[src/rtl/rxev_pkg.sv]
package rxev_pkg;
    localparam int WORD_W = 16;
    localparam int IDX_W  = 6;
    localparam logic [5:0] ID_CODE = 6'b000100;
    localparam logic [WORD_W-1:0] RST_WORD = 16'h0004;

    localparam int B_HASHEV = 6;
    localparam int B_DRIB   = 7;
    localparam int B_GOOD   = 8;
    localparam int B_HASHED = 9;
    localparam int B_IA     = 10;
    localparam int B_BC     = 11;
    localparam int B_CRC    = 12;
    localparam int B_RUNT   = 13;
    localparam int B_LONG   = 14;

    typedef struct packed {
        logic             crc_bad;
        logic [2:0]       drib_bits;
        logic             ia_hit;
        logic             bc_hit;
        logic             hash_hit;
        logic [IDX_W-1:0] hash_idx;
    } frm_info_t;

    typedef struct packed {
        logic acc_ia;
        logic acc_bc;
        logic acc_hash;
        logic ie_good;
        logic ie_crc;
        logic ie_runt;
        logic ie_long;
    } rx_cfg_t;
endpackage

[src/rtl/rxev_len_cnt.sv]
module rxev_len_cnt #(
    parameter int MAX_LEN = 1518,
    parameter int CW      = $clog2(MAX_LEN + 2)
) (
    input  logic          clk,
    input  logic          rst_n,
    input  logic          byte_vld,
    input  logic          frm_end,
    output logic [CW-1:0] frm_len
);
    localparam logic [CW-1:0] SAT = CW'(MAX_LEN + 1);
    localparam logic [CW-1:0] ONE = CW'(1);

    logic [CW-1:0] cnt_d, cnt_q;
    logic [CW-1:0] len_now;

    always_comb begin
        len_now = cnt_q;
        if (byte_vld && (cnt_q != SAT)) begin
            len_now = cnt_q + ONE;
        end
        cnt_d   = frm_end ? '0 : len_now;
        frm_len = len_now;
    end

    always_ff @(posedge clk) begin
        if (!rst_n) begin
            cnt_q <= '0;
        end else begin
            cnt_q <= cnt_d;
        end
    end

    // the counter never passes its saturation point
    a_r3_cnt_sat: assert property (@(posedge clk) disable iff (!rst_n)
        cnt_q <= SAT);

    // while saturated, further bytes leave the count where it is
    a_r3_cnt_hold: assert property (@(posedge clk) disable iff (!rst_n)
        (cnt_q == SAT && !frm_end) |=> (cnt_q == SAT));
endmodule

[src/rtl/rxev_classify.sv]
module rxev_classify
    import rxev_pkg::*;
#(
    parameter int MIN_LEN = 64,
    parameter int MAX_LEN = 1518,
    parameter int CW      = $clog2(MAX_LEN + 2)
) (
    input  logic [CW-1:0]     frm_len,
    input  frm_info_t         info,
    input  rx_cfg_t           cfg,
    output logic [WORD_W-1:0] word,
    output logic              good,
    output logic              irq_req
);
    localparam logic [CW-1:0] LO = CW'(MIN_LEN);
    localparam logic [CW-1:0] HI = CW'(MAX_LEN);

    logic runt, too_long, hash_lay;

    always_comb begin
        runt     = (frm_len < LO);
        too_long = (frm_len > HI);
        good     = !info.crc_bad && !runt && !too_long;
        hash_lay = good && info.hash_hit && !info.bc_hit;

        word           = '0;
        word[5:0]      = ID_CODE;
        word[B_HASHEV] = good && info.hash_hit && cfg.acc_hash;
        word[B_DRIB]   = (info.drib_bits != 3'd0);
        word[B_GOOD]   = good;
        word[B_HASHED] = info.hash_hit;
        if (hash_lay) begin
            word[15:10] = info.hash_idx;
        end else begin
            word[B_IA]   = good && info.ia_hit && cfg.acc_ia;
            word[B_BC]   = good && info.bc_hit && cfg.acc_bc;
            word[B_CRC]  = info.crc_bad;
            word[B_RUNT] = runt;
            word[B_LONG] = too_long;
        end

        irq_req = (good && cfg.ie_good) || (info.crc_bad && cfg.ie_crc) ||
                  (runt && cfg.ie_runt) || (too_long && cfg.ie_long);
    end
endmodule

[src/rtl/rx_evt_status.sv]
module rx_evt_status
    import rxev_pkg::*;
#(
    parameter int MIN_LEN = 64,
    parameter int MAX_LEN = 1518,
    parameter int CW      = $clog2(MAX_LEN + 2)
) (
    input  logic          clk,
    input  logic          rst_n,
    input  logic          rx_byte,
    input  logic          rx_end,
    input  logic          crc_bad,
    input  logic [2:0]    drib_bits,
    input  logic          ia_hit,
    input  logic          bc_hit,
    input  logic          hash_hit,
    input  logic [5:0]    hash_idx,
    input  logic          acc_ia_en,
    input  logic          acc_bc_en,
    input  logic          acc_hash_en,
    input  logic          ie_good,
    input  logic          ie_crc,
    input  logic          ie_runt,
    input  logic          ie_long,
    input  logic          rd_stb,
    input  logic          rd_clr_view,
    output logic [15:0]   evt_word,
    output logic          irq,
    output logic [CW-1:0] good_len
);
    typedef struct packed {
        logic [WORD_W-1:0] word;
        logic              irq;
        logic [CW-1:0]     glen;
    } regs_t;

    regs_t         st_d, st_q;
    frm_info_t     info;
    rx_cfg_t       cfg;
    logic [CW-1:0] frm_len;
    logic [WORD_W-1:0] cls_word;
    logic          cls_good, cls_irq, clr_rd;

    assign info = '{crc_bad: crc_bad, drib_bits: drib_bits, ia_hit: ia_hit,
                    bc_hit: bc_hit, hash_hit: hash_hit, hash_idx: hash_idx};
    assign cfg  = '{acc_ia: acc_ia_en, acc_bc: acc_bc_en, acc_hash: acc_hash_en,
                    ie_good: ie_good, ie_crc: ie_crc, ie_runt: ie_runt,
                    ie_long: ie_long};

    rxev_len_cnt #(.MAX_LEN(MAX_LEN), .CW(CW)) u_cnt (
        .clk(clk), .rst_n(rst_n), .byte_vld(rx_byte), .frm_end(rx_end),
        .frm_len(frm_len)
    );

    rxev_classify #(.MIN_LEN(MIN_LEN), .MAX_LEN(MAX_LEN), .CW(CW)) u_cls (
        .frm_len(frm_len), .info(info), .cfg(cfg),
        .word(cls_word), .good(cls_good), .irq_req(cls_irq)
    );

    always_comb begin
        clr_rd = rd_stb && rd_clr_view;
        st_d   = st_q;
        if (rx_end) begin
            st_d.word = cls_word;
            if (cls_good) begin
                st_d.glen = frm_len;
            end
        end else if (clr_rd) begin
            st_d.word = RST_WORD;
        end
        st_d.irq = (rx_end && cls_irq) || (st_q.irq && !clr_rd);
    end

    always_ff @(posedge clk) begin
        if (!rst_n) begin
            st_q <= '{word: RST_WORD, irq: 1'b0, glen: '0};
        end else begin
            st_q <= st_d;
        end
    end

    assign evt_word = st_q.word;
    assign irq      = st_q.irq;
    assign good_len = st_q.glen;

    // identification code in the low bits
    a_r1_id_code: assert property (@(posedge clk) disable iff (!rst_n)
        evt_word[5:0] == 6'b000100);

    // a good-frame word in flag layout shows no error flag
    a_r2_good_clean: assert property (@(posedge clk) disable iff (!rst_n)
        (evt_word[8] && !evt_word[9]) |-> (evt_word[14:12] == 3'b000));

    // hash event requires good and hashed
    a_r6_hash_ev: assert property (@(posedge clk) disable iff (!rst_n)
        evt_word[6] |-> (evt_word[8] && evt_word[9]));

    // a clearing read with no frame end restores the reset word
    a_r8_clear: assert property (@(posedge clk) disable iff (!rst_n)
        (rd_stb && rd_clr_view && !rx_end) |=> (evt_word == 16'h0004));

    // with no frame end and no clearing read the word is held
    a_r8_hold: assert property (@(posedge clk) disable iff (!rst_n)
        (!rx_end && !(rd_stb && rd_clr_view)) |=> $stable(evt_word));

    // the request only rises at a frame end
    a_r10_irq_src: assert property (@(posedge clk) disable iff (!rst_n)
        (!rx_end && !irq) |=> !irq);

    // the length register only moves at a frame end
    a_r11_len_hold: assert property (@(posedge clk) disable iff (!rst_n)
        !rx_end |=> $stable(good_len));
endmodule

[config.mk]
export PLATFORM = sky130hd
export DESIGN_NAME = rx_evt_status
export DESIGN_NICKNAME = d
export VERILOG_FILES = /design/src/rtl/rxev_pkg.sv /design/src/rtl/rxev_len_cnt.sv /design/src/rtl/rxev_classify.sv /design/src/rtl/rx_evt_status.sv
export SDC_FILE = /design/constraint.sdc
export NUM_CORES = 1
export LEC_CHECK = 0
export CORE_MARGIN = 5
export CORE_UTILIZATION = 40
export DETAILED_ROUTE_END_ITERATION = 16
export DONT_BUFFER_PORTS = 1
export RECOVER_POWER = 25
export REMOVE_ABC_BUFFERS = 1
export SLEW_MARGIN = 40
export SYNTH_ARGS = -nofsm -noshare
export SYNTH_HDL_FRONTEND = slang
export SYNTH_HIERARCHICAL = 1
export SYNTH_SLANG_ARGS = --single-unit
[constraint.sdc]
create_clock -name clk -period 7.6 [get_ports clk]
set_input_delay 0.38 -clock clk [delete_from_list [all_inputs] [get_ports clk]]
set_output_delay 0.38 -clock clk [all_outputs]
set_load 0.02 [all_outputs]
* Yosys cells after proc, flatten, opt, wreduce, memory -nomap -nowiden
Cells that the tools add are included.
Word-level totals: bits in registers 33
Cells by class: add/sub/neg operators 1, equality and inequality tests 1, bitwise gates (word level) 1, muxes and demuxes 5, reduce and logical (&&, ||, !) cells 30, order comparisons 2
Operator list (count):
- two-way mux 16 bit | 2
- logical AND 1 bit | 17
- adder 11 x 1 -> 11 bit (second input constant) | 1
- greater-than comparator 11 bit (second input constant) | 1
- less-than comparator 11 x 7 -> 1 bit (second input constant) | 1
- two-way mux 11 bit | 1
- inequality test 11 bit (second input constant) | 1
- zero test 1 bit | 5
- two-way mux 5 bit | 1
- logical OR 1 bit | 4
- nonzero test 3 bit | 1
- AND reduction 2 bit | 1
- nonzero test 2 bit | 1
- OR reduction 2 bit | 1
- two-way mux 1 bit | 1
- inverter 1 bit | 1

* Logic depth before layout (Yosys ltp)
depth in word-level cells 13, gate-level depth with buffers 11, mapped depth without buffers 10

* By module
Netlist, hierarchy kept.
By module, submodules not included:
- rx_evt_status | area an instance 1098.6 um2, sequential area each 560.5 um2, cells each 122, instances 1
- rxev_len_cnt | area an instance 645.6 um2, sequential area each 220.2 um2, cells each 80, instances 1
- rxev_classify | area an instance 264.0 um2, sequential area each 0.0 um2, cells each 35, instances 1

* Least setup slack after synthesis
OpenSTA, ideal clock, no wires.
kind register -> register, from register u_cnt.cnt_q[0], to register st_q (netlist bit irq), data required time 7482 ps, stages on the path, launching flop included 10, slack 4865 ps, arrival 2616 ps, library setup time 118 ps, path through dfxtp_1 > ha_1 > nand4_2 > or3_1 > xnor2_1 > o311a_2 > nor3_4 > a221o_1 > a22oi_1 > nor2b_1
On the way: cells in the longest elaborated chain, start to end 13, elaborated cells on any way between the ends 18, classes of those cells add/sub: 1; order compare: 2; eq/ne: 1; mux: 1; reduce/logical: 13
Ends and longest elaborated chain:
- from (decl) | line rxev_len_cnt.sv:14 | logic [CW-1:0] cnt_d, cnt_q;
- from (signal assigned) | line rxev_len_cnt.sv:30 | cnt_q <= cnt_d;
- branches (longest 2 deep; another with adder 11 x 1 -> 11 bit)
- two-way mux 11 bit * | line rxev_len_cnt.sv:19 | if (byte_vld && (cnt_q != SAT)) begin
- via frm_len[10] | line rx_evt_status.sv:40 | logic [CW-1:0] frm_len;
- less-than comparator 11 x 7 -> 1 bit | line rxev_classify.sv:21 | runt = (frm_len < LO);
- zero test 1 bit | line rxev_classify.sv:23 | good = !info.crc_bad && !runt && !too_long;
- logical AND 1 bit | line rxev_classify.sv:23
- logical AND 1 bit * | line rxev_classify.sv:23
- via cls_good | line rx_evt_status.sv:42 | logic cls_good, cls_irq, clr_rd;
- logical AND 1 bit * | line rxev_classify.sv:42 | irq_req = (good && cfg.ie_good) || (info.crc_bad && cfg.ie_crc) ||
- logical OR 1 bit * (2 in series) | line rxev_classify.sv:42
- logical OR 1 bit * | line rxev_classify.sv:43 | (runt && cfg.ie_runt) || (too_long && cfg.ie_long);
- via cls_irq | line rx_evt_status.sv:42
- logical AND 1 bit * | line rx_evt_status.sv:71 | st_d.irq = (rx_end && cls_irq) || (st_q.irq && !clr_rd);
- logical OR 1 bit * | line rx_evt_status.sv:71
- to (signal assigned) | line rx_evt_status.sv:76 | st_q <= '{word: RST_WORD, irq: 1'b0, glen: '0};
- to (signal assigned) | line rx_evt_status.sv:78 | st_q <= st_d;
- to (decl) | line rx_evt_status.sv:37 | regs_t st_d, st_q;
Mark *: on every way through the listed nets, which the timed path passes. A chain may end at the register's enable or synchronous reset.

* Worst setup path after layout
Ends and elaborated chain as after synthesis.

==> impl_metrics.csv <==
group,metric,value,unit
setup_path,arrival,3280,ps
timing,fin_worst_skew,9.61,ps
drt,vias,1600,
timing,hold_ws,181,ps
floorplanning,fp.dieW,80.9,µm
setup_path,endpoint_kind,"flip-flop",
place,place.gp.congestion,0.809,
floorplanning,core,4790,µm²
synthesis,ys.flop_type,"dfxtp_1",
layout,antenna_cells,0,
synthesis,ys_warn_count,6,
place,portBuffers,0,
timing,rsz0062_at_grt,"no",
cts,root_buffer,"clkbuf_8",
setup_path,path_cells,"ha_1 -> nand4_2 -> or3_1 -> xnor2_1 -> o311a_2 -> nor3_4 -> a221o_1 -> a22oi_1 -> nor2b_1",
layout,multi_input_area,1120,µm²
setup_path,crit_buf_inv,0,
drt,vias_per_cell,5.37,
global_routing,grt_pass1_wl,7520,µm
cts,cts_sinks,39,
setup_path,required,7770,ps
layout,final_cells,298,
global_routing,grt_pass1_vias,1593,
drt,drt-pass1-iter-count,4,
setup_path,worstSetupPathType,"flip-flop to flip-flop",
cts,clk_path_buf_depth,2,
synthesis,synth_seq_cells,39,
timing,fin_crit_sh,40.9,%
global_routing,grt_max_degree,38,
layout,postLayoutCoreUtil,43.3,%
global_routing,antenna_found_initial,0,
timing,tightest_slew,672,ps
synthesis,async_flop_share,0,%
synthesis,synth_cell_type_count,50,
synthesis,yosysTopAreaCell,"dfxtp_1",
synthesis,postSynthCellCount,237,
timing,layout_min_cycle_time,3110,ps
cts,postCtsResizedCells,0,
power_and_ir_drop,power.density,175,nW/µm²
drt,drtIter0Drc,65,
floorplanning,ios,54,
cts,clkSlewWorstSetupHoldPaths,80,ps
layout,final_area,2070,µm²
worst_hold_path,hp-class,"primary input to flip-flop",
place,dp_cells,290,
floorplanning,die_h,80.9,µm
layout,fillerInstances,503,
power_and_ir_drop,max-vdd-ir-drop,0.000102,V
run,maxCapViolations,0,
place,hpwl,3300,µm
synthesis,synth_top_area_share,38.9,%
layout,layout_common_cells,"nand2_1, dfxtp_1, a21boi_0",
timing,setup-violations-final,0,
cts,cts_hold_buf,0,
setup_path,worst_path_largest_cell_delay,570,ps
synthesis,synth_area_leaders,"dfxtp_1, nand2_1, a21boi_0",
drt,drt-total-wl,4490,µm
setup_path,start_kind,"flip-flop",
cts,clk_latency,280,ps
timing,setup_tns,0,ps
outcome,status,"complete, no violations",
power_and_ir_drop,leakage,0.756,nW
timing,hold_violations,0,
setup_path,cpMaxStageDelayCell,"xnor2_1",
cts,cts_setup_buffers,0,
layout,nets,257,
floorplanning,initial_core_util,42.0,%
place,placed_area,1990,µm²
layout,seq_area,781,µm²
synthesis,ys_seq_area_share,38.9,%
cts,cts-buffers-inserted,5,
synthesis,synthesis.area,2010,µm²
setup_path,crit_path_max_fanout,7,
synthesis,synth.avg_cell_area,8.47,µm²
layout,final_common_cell,"nand2_1",
timing,slew_viol_final,0,
setup_path,critPathTopFamily,"compound AO/OA/AOI/OAI gates",
drt,drc,0,
layout,area_growth,3.30,%
timing,slew_headroom,54.9,%
timing,max_freq,322,MHz
cts,h-tree-depth,2,
layout,drive_gt1_share,6.93,%
drt,antenna_left,0,
synthesis,synth_enable_flop_cells,0,
floorplanning,rows,25,
drt,post_drt_wl_per_cell,15.1,µm
global_routing,gr-total-overflow,0,
cts,cts_tree,"done",
floorplanning,dieArea,6540,µm²
global_routing,groute.usage.overall,14.5,%
where the power goes:
part	switching (W)	leakage, nW	internal [W]	total, W
Clock	0.0000697	0.0422	0.0000645	0.000134
Combinational	0.00000653	0.397	0.00000800	0.0000145
Sequential	0.00000670	0.316	0.000208	0.000215
Total	0.0000830	0.756	0.000280	0.000363
layout make-up:
class                      count  share of cell area (%)
multi-input combinational    182                    54.0
clock buffer                   7                    3.68
sequential                    39                    37.6
tap                           67                    4.04
clock inverter                 1                   0.241
inverter                       2                   0.362
worst paths after layout:
| check | from | end | slack [ps] | depth (start not counted) |
|---|---|---|---|---|
| setup / recovery | u_cnt/cnt_q[0]$_SDFF_PP0_ | irq$_SDFF_PN0_ | 4490 | 9 |
| hold / removal | rst_n | evt_word[2]$_SDFFE_PN1P_ | 180 | 1 |
| setup reg to reg | u_cnt/cnt_q[0]$_SDFF_PP0_ | irq$_SDFF_PN0_ | 4490 | 9 |
| hold reg to reg | u_cnt/cnt_q[7]$_SDFF_PP0_ | u_cnt/cnt_q[7]$_SDFF_PP0_ | 530 | 2 |
synthesized netlist by cell type, types with 2 or more instances:
cell type	n
a21boi_0	16
a21boi_1	10
a21oi_1	6
a22oi_1	2
a31oi_1	3
and2_1	2
and3_2	2
and4_1	3
buf_2	4
buf_4	9
clkbuf_1	3
conb_1	2
dfxtp_1	39
inv_1	2
mux2i_1	2
nand2_1	54
nand2b_1	6
nand3_1	4
nand3b_1	15
nand4_1	4
nand4_2	2
nor2_1	4
nor2b_1	5
nor3_1	3
o21ai_0	5
o31ai_1	2
or3_1	5
worst register-to-register path: stages (launching register included):
cell and delay, ps:
dfxtp_1 430, ha_1 290, nand4_2 180, or3_1 470
xnor2_1 570, o311a_2 410, nor3_4 90, a221o_1 310
a22oi_1 180, nor2b_1 60
stage by stage:
step / worst slack, ps / total power [W]
floorplan: 4860 / 0.000231
global placement: 4600 / 0.000234
detailed placement: 4540 / 0.000234
CTS: 4510 / 0.000369
global route: 4220 / 0.000381
finish: 4490 / 0.000363
cell families after synthesis:
kind of cell	share of synthesized area, %
compound gates	19.9
xor+xnor	0.872
fa+ha+maj	0.623
buf+inv	6.04
flops	38.9
mux	0.997
other cells	0.374
simple gates	32.3
per-layer routing:
layer  GRT usage, %  wire length [µm]
met1           17.8              2030
met2           22.9              1960
met3           5.99               427
met4           4.90                66
met5              0                 0
registers in the layout, summed over array words and instances (netlist names):
signal and count:
u_cnt/cnt_q 11, evt_word 16, irq 1, good_len 11
No activity file was read; power rests on OpenSTA's default activity.
